--- src/rtl/mcs_pkg.sv ---
// Package: shared cycle-type encoding for the machine-cycle sequencer.
// Assumes: the two-bit code is driven straight onto the state code pins.
package mcs_pkg;
    typedef enum logic [1:0] {
        ST_FETCH = 2'b00,
        ST_EXEC  = 2'b01,
        ST_DMA   = 2'b10,
        ST_INTR  = 2'b11
    } mc_state_t;
endpackage

--- src/rtl/mcs_phase_ctr.sv ---
// Module: clock-phase counter for one machine cycle.
// Counts 0..CYCLE_LEN-1 and adds one extra leading clock after reset
// (lengthened first cycle). Freezes while hold is high.
// Assumes: clear_n is a synchronous active-low reset.
module mcs_phase_ctr #(
    parameter int CYCLE_LEN = 8,
    parameter int PH_W      = $clog2(CYCLE_LEN)
) (
    input  logic            clk,
    input  logic            clear_n,
    input  logic            hold,
    output logic [PH_W-1:0] phase,
    output logic            cyc_end
);
    localparam logic [PH_W-1:0] LAST_PH = PH_W'(CYCLE_LEN - 1);

    logic pre_q;

    // Phase advance, with a single leading extra clock after reset
    always_ff @(posedge clk) begin
        if (!clear_n) begin
            phase <= '0;
            pre_q <= 1'b1;
        end else if (pre_q) begin
            pre_q <= 1'b0;
        end else if (!hold) begin
            phase <= (phase == LAST_PH) ? '0 : phase + 1'b1;
        end
    end

    // Last clock of a cycle that will actually advance
    always_comb cyc_end = !pre_q && !hold && (phase == LAST_PH);
endmodule

--- src/rtl/mcs_next_state.sv ---
// Module: chooses the next cycle type at the end of a machine cycle.
// Priority: DMA over interrupt; extra execute defers both; the
// initialization cycle may only be followed by fetch or DMA.
// Assumes: requests are already qualified by their enables.
module mcs_next_state
    import mcs_pkg::*;
(
    input  mc_state_t cur,
    input  logic      init,
    input  logic      extra_exec,
    input  logic      dma_req,
    input  logic      irq_req,
    output mc_state_t nxt
);
    // Successor table
    always_comb begin
        nxt = ST_FETCH;
        if (init) begin
            nxt = dma_req ? ST_DMA : ST_FETCH;
        end else begin
            unique case (cur)
                ST_FETCH: nxt = ST_EXEC;
                ST_EXEC:  nxt = extra_exec ? ST_EXEC :
                                dma_req    ? ST_DMA  :
                                irq_req    ? ST_INTR : ST_FETCH;
                ST_DMA:   nxt = dma_req ? ST_DMA  :
                                irq_req ? ST_INTR : ST_FETCH;
                ST_INTR:  nxt = dma_req ? ST_DMA : ST_FETCH;
                default:  nxt = ST_FETCH;
            endcase
        end
    end
endmodule

--- src/rtl/mcs_strobes.sv ---
// Module: decodes the phase number into the cycle's timing strobes.
// Assumes: phase is registered, so every output is glitch-free per clock.
module mcs_strobes #(
    parameter int PH_W     = 3,
    parameter int TPA_PH   = 1,
    parameter int TPB_PH   = 6,
    parameter int LO_PH    = 2,
    parameter int WR_FIRST = 5,
    parameter int WR_LAST  = 6
) (
    input  logic [PH_W-1:0] phase,
    input  logic            idle_stop,
    output logic            tpa,
    output logic            tpb,
    output logic            addr_lo_sel,
    output logic            wr_strobe,
    output logic            bus_float
);
    localparam logic [PH_W-1:0] P_TPA = PH_W'(TPA_PH);
    localparam logic [PH_W-1:0] P_TPB = PH_W'(TPB_PH);
    localparam logic [PH_W-1:0] P_LO  = PH_W'(LO_PH);
    localparam logic [PH_W-1:0] P_WR0 = PH_W'(WR_FIRST);
    localparam logic [PH_W-1:0] P_WR1 = PH_W'(WR_LAST);

    // Strobe decode; the idle stop suppresses the write window
    always_comb begin
        tpa         = (phase == P_TPA);
        tpb         = (phase == P_TPB);
        addr_lo_sel = (phase >= P_LO);
        wr_strobe   = (phase >= P_WR0) && (phase <= P_WR1) && !idle_stop;
        bus_float   = idle_stop;
    end
endmodule

--- src/rtl/mc_sequencer.sv ---
// Module: machine-cycle timing and state sequencer (top).
// Holds the cycle type, the initialization flag and the idle stop, and
// combines the pause/idle freeze into the phase counter's hold.
// Assumes: clear_n low is reset (also with wait_n low); all inputs are
// synchronous to clk.
module mc_sequencer
    import mcs_pkg::*;
#(
    parameter int CYCLE_LEN = 8,
    parameter int TPA_PH    = 1,
    parameter int TPB_PH    = 6,
    parameter int LO_PH     = 2,
    parameter int WR_FIRST  = 5,
    parameter int WR_LAST   = 6
) (
    input  logic       clk,
    input  logic       clear_n,
    input  logic       wait_n,
    input  logic       dma_req,
    input  logic       irq_req,
    input  logic       extra_exec,
    input  logic       idle_req,
    output logic       tpa,
    output logic       tpb,
    output logic       addr_lo_sel,
    output logic       wr_strobe,
    output logic       bus_float,
    output logic       flag_sample,
    output logic [1:0] state_code
);
    localparam int              PH_W    = $clog2(CYCLE_LEN);
    localparam logic [PH_W-1:0] P_TPA   = PH_W'(TPA_PH);
    localparam logic [PH_W-1:0] P_TPB   = PH_W'(TPB_PH);
    localparam logic [PH_W-1:0] P_PRETB = PH_W'(TPB_PH - 1);

    mc_state_t       state_q, state_nx;
    logic            init_q, idle_q, hold, cyc_end;
    logic [PH_W-1:0] phase;

    // Freeze: idle stop, or pause while a strobe is high
    always_comb hold = idle_q ||
                       (clear_n && !wait_n && (phase == P_TPA || phase == P_TPB));

    mcs_phase_ctr #(.CYCLE_LEN(CYCLE_LEN), .PH_W(PH_W)) u_phase (
        .clk     (clk),
        .clear_n (clear_n),
        .hold    (hold),
        .phase   (phase),
        .cyc_end (cyc_end)
    );

    mcs_next_state u_next (
        .cur        (state_q),
        .init       (init_q),
        .extra_exec (extra_exec),
        .dma_req    (dma_req),
        .irq_req    (irq_req),
        .nxt        (state_nx)
    );

    mcs_strobes #(
        .PH_W(PH_W), .TPA_PH(TPA_PH), .TPB_PH(TPB_PH), .LO_PH(LO_PH),
        .WR_FIRST(WR_FIRST), .WR_LAST(WR_LAST)
    ) u_strobes (
        .phase       (phase),
        .idle_stop   (idle_q),
        .tpa         (tpa),
        .tpb         (tpb),
        .addr_lo_sel (addr_lo_sel),
        .wr_strobe   (wr_strobe),
        .bus_float   (bus_float)
    );

    // Cycle type and initialization flag, updated at each cycle end
    always_ff @(posedge clk) begin
        if (!clear_n) begin
            state_q <= ST_EXEC;
            init_q  <= 1'b1;
        end else if (cyc_end) begin
            state_q <= state_nx;
            init_q  <= 1'b0;
        end
    end

    // Idle stop: armed on entry to the second strobe, released by a request
    always_ff @(posedge clk) begin
        if (!clear_n) begin
            idle_q <= 1'b0;
        end else if (idle_q) begin
            if (dma_req || irq_req) idle_q <= 1'b0;
        end else if (state_q == ST_EXEC && !init_q && phase == P_PRETB &&
                     !hold && idle_req) begin
            idle_q <= 1'b1;
        end
    end

    // Outputs taken from the state register
    always_comb begin
        state_code  = state_q;
        flag_sample = cyc_end && (state_q == ST_FETCH);
    end


    strobes_exclusive_chk: assert property (@(posedge clk) disable iff (!clear_n)
        !(tpa && tpb));


    init_successor_chk: assert property (@(posedge clk) disable iff (!clear_n)
        (init_q && cyc_end) |=> (state_code == 2'b00 || state_code == 2'b10));


    extra_exec_chk: assert property (@(posedge clk) disable iff (!clear_n)
        (state_code == 2'b01 && cyc_end && extra_exec) |=> (state_code == 2'b01));


    pause_holds_tpa_chk: assert property (@(posedge clk) disable iff (!clear_n)
        (!wait_n && tpa) |=> (tpa && $stable(state_code)));


    idle_stays_chk: assert property (@(posedge clk) disable iff (!clear_n)
        (bus_float && !dma_req && !irq_req) |=> (bus_float && tpb && !wr_strobe));
endmodule

--- config.mk ---
export PLATFORM = sky130hd
export DESIGN_NAME = mc_sequencer
export DESIGN_NICKNAME = d
export VERILOG_FILES = /design/src/rtl/mcs_pkg.sv /design/src/rtl/mcs_phase_ctr.sv /design/src/rtl/mcs_next_state.sv /design/src/rtl/mcs_strobes.sv /design/src/rtl/mc_sequencer.sv
export SDC_FILE = /design/constraint.sdc
export NUM_CORES = 1
export LEC_CHECK = 0
export BUFFER_PORTS_ARGS = -buffer_cell sky130_fd_sc_hd__buf_4
export CAP_MARGIN = 40
export CORE_AREA = 2 2 39 41
export DETAILED_ROUTE_END_ITERATION = 6
export DIE_AREA = 0 0 41 43
export GPL_TIMING_DRIVEN = 1
export PLACE_DENSITY = 0.69
export SETUP_SLACK_MARGIN = 0.1
export SLEW_MARGIN = 20
export SYNTH_ARGS = -nofsm -noshare
export SYNTH_HDL_FRONTEND = slang
export SYNTH_HIERARCHICAL = 1
export SYNTH_SLANG_ARGS = --single-unit
export TNS_END_PERCENT = 10
--- constraint.sdc ---
create_clock -name clk -period 1.76 [get_ports clk]
set_input_delay 0.176 -clock clk [delete_from_list [all_inputs] [get_ports clk]]
set_output_delay 0.176 -clock clk [all_outputs]
set_load 0.03 [all_outputs]
Word level (Yosys, flattened, before mapping):

Index checks and enable logic that the tools add are counted.

* bits in registers: 8
* input bits: 7
* output and inout port bits: 8

* add/subtract/negate cells: 1
* magnitude comparators: 3
* eq/ne operators: 7
* mux-type cells: 11
* bitwise logic cells: 2
* reduce and logical (&&, ||, !) cells: 21

Operator list (number)
* logical AND 1 bit: 11
* 2-to-1 mux 2 bit: 5
* equality test 3 bit (second input constant): 3
* one-hot mux 2 bit (4 select lines): 1
* zero test 1 bit: 5
* equality test 2 bit (second input constant): 2
* 2-to-1 mux 1 bit: 4
* adder 3 x 1 -> 3 bit (second input constant): 1
* equality test 3 x 1 -> 1 bit (second input constant): 1
* >= comparator 3 x 2 -> 1 bit (second input constant): 1
* >= comparator 3 bit (second input constant): 1
* less-or-equal comparator 3 bit (second input constant): 1
* logical OR 1 bit: 3
* 2-to-1 mux 3 bit: 1
* equality test 2 x 1 -> 1 bit (second input constant): 1
* zero test 2 bit: 1
* inverter 1 bit: 2
* AND reduction 2 bit: 1

Depth between registers and ports, before layout:

* word-level depth: 9
* mapped depth: 6
* depth with buffers taken out: 6

Hierarchy:

Netlist, hierarchy kept.

Modules (own cells, without submodules)
* mc_sequencer: instances 1, cells an instance 21, area an instance 197.7 µm²
* mcs_phase_ctr: instances 1, cells an instance 17, area an instance 171.4 µm²
* mcs_strobes: instances 1, cells an instance 7, area an instance 48.8 µm²
* mcs_next_state: instances 1, cells an instance 6, area an instance 43.8 µm²

Least setup slack after synthesis:

OpenSTA, ideal clock, no wires.

* path type: flip-flop to output port
* from: register u_phase.phase[1]
* to: output flag_sample
* arrival: 2.088 ns
* required time: 1.584 ns
* path slack: -0.504 ns
* stages on the path, launching flop included: 6
* cells stage by stage: dfxtp_1 > nand2b_1 > o22ai_1 > a31o_2 > nor3b_1 > nor3b_1

* longest elaborated chain between the ends: 8

RTL lines
* from (decl): RTL line mcs_phase_ctr.sv:12 `output logic [PH_W-1:0] phase,`
* from (signal assigned): RTL line mcs_phase_ctr.sv:27 `phase <= (phase == LAST_PH) ? '0 : phase + 1'b1;`
* equality test 3 x 1 -> 1 bit / equality test 3 bit (equally long branches): RTL line mc_sequencer.sv:42 `(clear_n && !wait_n && (phase == P_TPA || phase == P_TPB));`
* logical OR 1 bit (*): RTL line mc_sequencer.sv:42
* logical AND 1 bit (*): RTL line mc_sequencer.sv:42
* logical OR 1 bit (*): RTL line mc_sequencer.sv:41 `always_comb hold = idle_q ||`
* net hold: RTL line mc_sequencer.sv:37 `logic init_q, idle_q, hold, cyc_end;`
* zero test 1 bit (*)
* logical AND 1 bit (*) (2 in a row): RTL line mcs_phase_ctr.sv:32 `always_comb cyc_end = !pre_q && !hold && (phase == LAST_PH);`
* net cyc_end: RTL line mc_sequencer.sv:37
* logical AND 1 bit (*): RTL line mc_sequencer.sv:100 `flag_sample = cyc_end && (state_q == ST_FETCH);`
* to (decl): RTL line mc_sequencer.sv:28 `output logic flag_sample,`

Mark *: on every way through the listed nets, which the timed path passes. The rest lies on a longest branch.

Worst setup path in the final report:

Same ends and word-level chain as after synthesis.

==> impl_metrics.csv <==
group,metric,value,unit
timing,fin_crit_sh,0.994,
setup_path,cp.arrival,1.57,ns
floorplan,core,0.00138,mm^2
layout,synthToLayoutAreaGrowth,46.3,%
setup_path,cp_cell_sequence,"nand2b_1 > o22ai_1 > a31o_2 > nor3b_4 > nor3b_4 > buf_6",
logic_synthesis,yosys.area.top_type,"dfxtp_1",
layout,finalNetCount,83,
clock_network,cts_hold_buf,0,
hold_path,whs_endpoint,"state_code[0]",
route,wirelength,1050,um
logic_synthesis,synth-edff-count,0,
grt,grt_max_degree,9,
logic_synthesis,synth_top_area_frac,0.347,
grt,grt_pass1_vias,415,
floorplan,rows,14,
timing,setup_viol,0,
logic_synthesis,ys_seq_elements,8,
route,wire_per_inst,11.9,um
setup_path,worstSetupEndpointType,"output port",
route,viasPerCell,5.13,
logic_synthesis,yosysMostFrequentCell,"dfxtp_1",
grt,track_usage,0.149,
logic_synthesis,async_reset_ff_frac,0,
clock_network,cts-buffers-inserted,3,
layout,nFillCells,129,
layout,post-route-util,0.488,
job,maxCapViolCount,0,
layout,layout-drive-gt1-share,0.458,
power_and_ir_drop,p_total,401,uW
route,antenna_left,0,
timing,tns,0,ns
timing,slew_headroom,0.792,
route,drt_first_pass_iters,3,
layout,antenna_cells,0,
timing,rsz0062_at_grt,"yes",
run_status,status,"completed",
clock_network,cts_tree,"built",
timing,worstMarginPinSlew,0.312,ns
logic_synthesis,synth_commonest_cells,"dfxtp_1, inv_1, o21ai_0",
timing,finClkSkew,0.00404,ns
route,drt_iter0_drc,6,
logic_synthesis,syn-cell-area,462,um^2
clock_network,htreeDepth,1,
setup_path,crit_required,1.58,ns
setup_path,cpMostUsedCell,"nor3b_4",
floorplan,io_pins,15,
route,route.detailed.drc,0,
clock_network,clockBufferDepth,2,
setup_path,slowest_stage,"dfxtp_4",
floorplan,initial_core_util,0.334,
hold_path,hold_path_depth,2,
timing,hold_violations,0,
setup_path,startpoint_type,"register",
layout,multiInputGateArea,302,um^2
timing,period_needed,1.75,ns
setup_path,rrSetupSlack,0.17,ns
power_and_ir_drop,powerDensity,594,mW/mm^2
logic_synthesis,synthesis.nets,60,
setup_path,timing.rr.start,"u_phase/phase[1]",
place,hpwl,720,um
logic_synthesis,synth_flop_cell,"dfxtp_1",
logic_synthesis,yosys_warnings,6,
logic_synthesis,ys_top_cells_by_area,"dfxtp_1, ha_1, mux2i_1",
grt,grt_first_pass_wirelength,1740,um
clock_network,cts.sinks,8,
setup_path,cp_num_buf_inv,1,
hold_path,hp-start,"clear_n",
logic_synthesis,yosys.cell_types.count,26,
logic_synthesis,syn_inst,51,
floorplan,die_h,43,um
timing,fmax,572,MHz
power_and_ir_drop,p_leak,0.299,nW
setup_path,cp_max_fo,5,
setup_path,crit_path_max_incr_delay,0.35,ns
clock_network,insertion_delay,0.25,ns
floorplan,dieArea,0.00176,mm^2
logic_synthesis,seq_area_frac_synth,0.347,
clock_network,cts-root-buf,"clkbuf_4",
power_and_ir_drop,vdd_ir_drop_max,0.000494,V
place,dp_slack,0.0970,ns
place,portBuffers,14,
grt,grt-ovfl-total,0,
route,vias,451,
timing,fin_ws,0.0111,ns
setup_path,crit_family,"simple AND/OR/NAND/NOR gates",
grt,antenna_found_initial,0,
floorplan,die_w,41,um
clock_network,clk_pin_slew,0.05,ns
logic_synthesis,syn_area_per_cell,9.05,um^2
layout,ff_latch_area,166,um^2
timing,final_max_slew_viol_count,0,
setup_path,crit_type,"reg -> out",
hold_path,hp-class,"in -> reg",
setup_path,ff2ff_path_depth,6,
setup_path,rr_endpoint,"u_phase/phase[0]",
place,gp_congestion,0.712,
[per-stage QoR]
| stage | cells | instance area, um^2 | hold slack [ns] |
|---|---|---|---|
| floorplan | 51 | 485 | 0.238 |
| global placement | 81 | 611 | 0.388 |
| detailed placement | 81 | 611 | 0.391 |
| CTS | 88 | 672 | 0.119 |
| global route | 88 | 676 | 0.116 |
| finish | 88 | 676 | 0.126 |
[how the worst max path moves through the flow]
| stage | start | end | slack [ns] | cells after the start |
|---|---|---|---|---|
| final | u_phase/phase[1] | flag_sample | 0.01 | 6 |
| after global routing | u_phase/phase[1] | flag_sample | -0.12 | 6 |
| after CTS | u_phase/phase[1] | flag_sample | 0.002 | 6 |
| after detailed placement | u_phase/phase[1] | flag_sample | 0.1 | 6 |
| after global placement | u_phase/phase[1] | flag_sample | 0.15 | 6 |
| after floorplan | u_phase/phase[1] | flag_sample | 0.10 | 5 |
[what timing repair did]
| item | CTS | global route |
|---|---|---|
| setup endpoints to repair | 1 | 2 |
| pin swaps | 2 | 0 |
| buffers inserted | 4 | 0 |
| resized for setup | 4 | 1 |
[flip-flops by register name, summed over array words and instances, names as in the netlist]
register	flops
u_phase/phase	3
state_code	2
idle_q	1
init_q	1
u_phase/pre_q	1
[final cells by class]
type | instances | area share
clock buffer | 3 | 0.0333
inverter | 5 | 0.0278
multi-input combinational | 37 | 0.446
sequential | 8 | 0.246
tap | 16 | 0.0296
timing repair buffer | 19 | 0.217
[cell usage in the layout (no fill, tap or decap), types with 2 or more instances in the layout]
| cell type | count |
|---|---|
| inv_1 | 5 |
| mux2i_1 | 2 |
| a211oi_1 | 2 |
| buf_4 | 18 |
| nor2b_1 | 3 |
| nand2_1 | 2 |
| clkbuf_4 | 3 |
| nor3b_4 | 2 |
| dfxtp_2 | 2 |
| ha_1 | 2 |
| a21oi_1 | 2 |
| nor2_1 | 2 |
| o21ai_0 | 4 |
| or3b_2 | 2 |
| dfxtp_1 | 5 |
[metal layers]
layer,part of all wire,wire (um),vias up,GRT usage
met5,0,0,-,0
met4,0,0,0,0.0400
met3,0.065,68,0,0.0942
met2,0.54,564,11,0.228
met1,0.40,416,207,0.166
li1,-,-,233,-
[report_power, final]
group | total [mW] | switching [mW] | internal (mW)
registers | 0.195 | 0.00856 | 0.187
clock network | 0.138 | 0.0603 | 0.0779
logic | 0.0679 | 0.0316 | 0.0362
total | 0.401 | 0.101 | 0.301
[cell families after synthesis]
kind of cell / count (synthesis) / synth area share
xor gates and xnor gates: 1 / 0.0190
and+or+nand+nor: 18 / 0.282
adders and majority gates: 2 / 0.0542
AOI/OAI and AO/OA: 14 / 0.198
muxes: 2 / 0.0434
DFF: 8 / 0.347
buffers and inverters: 6 / 0.0569
(Power assumes the default switching activity.)
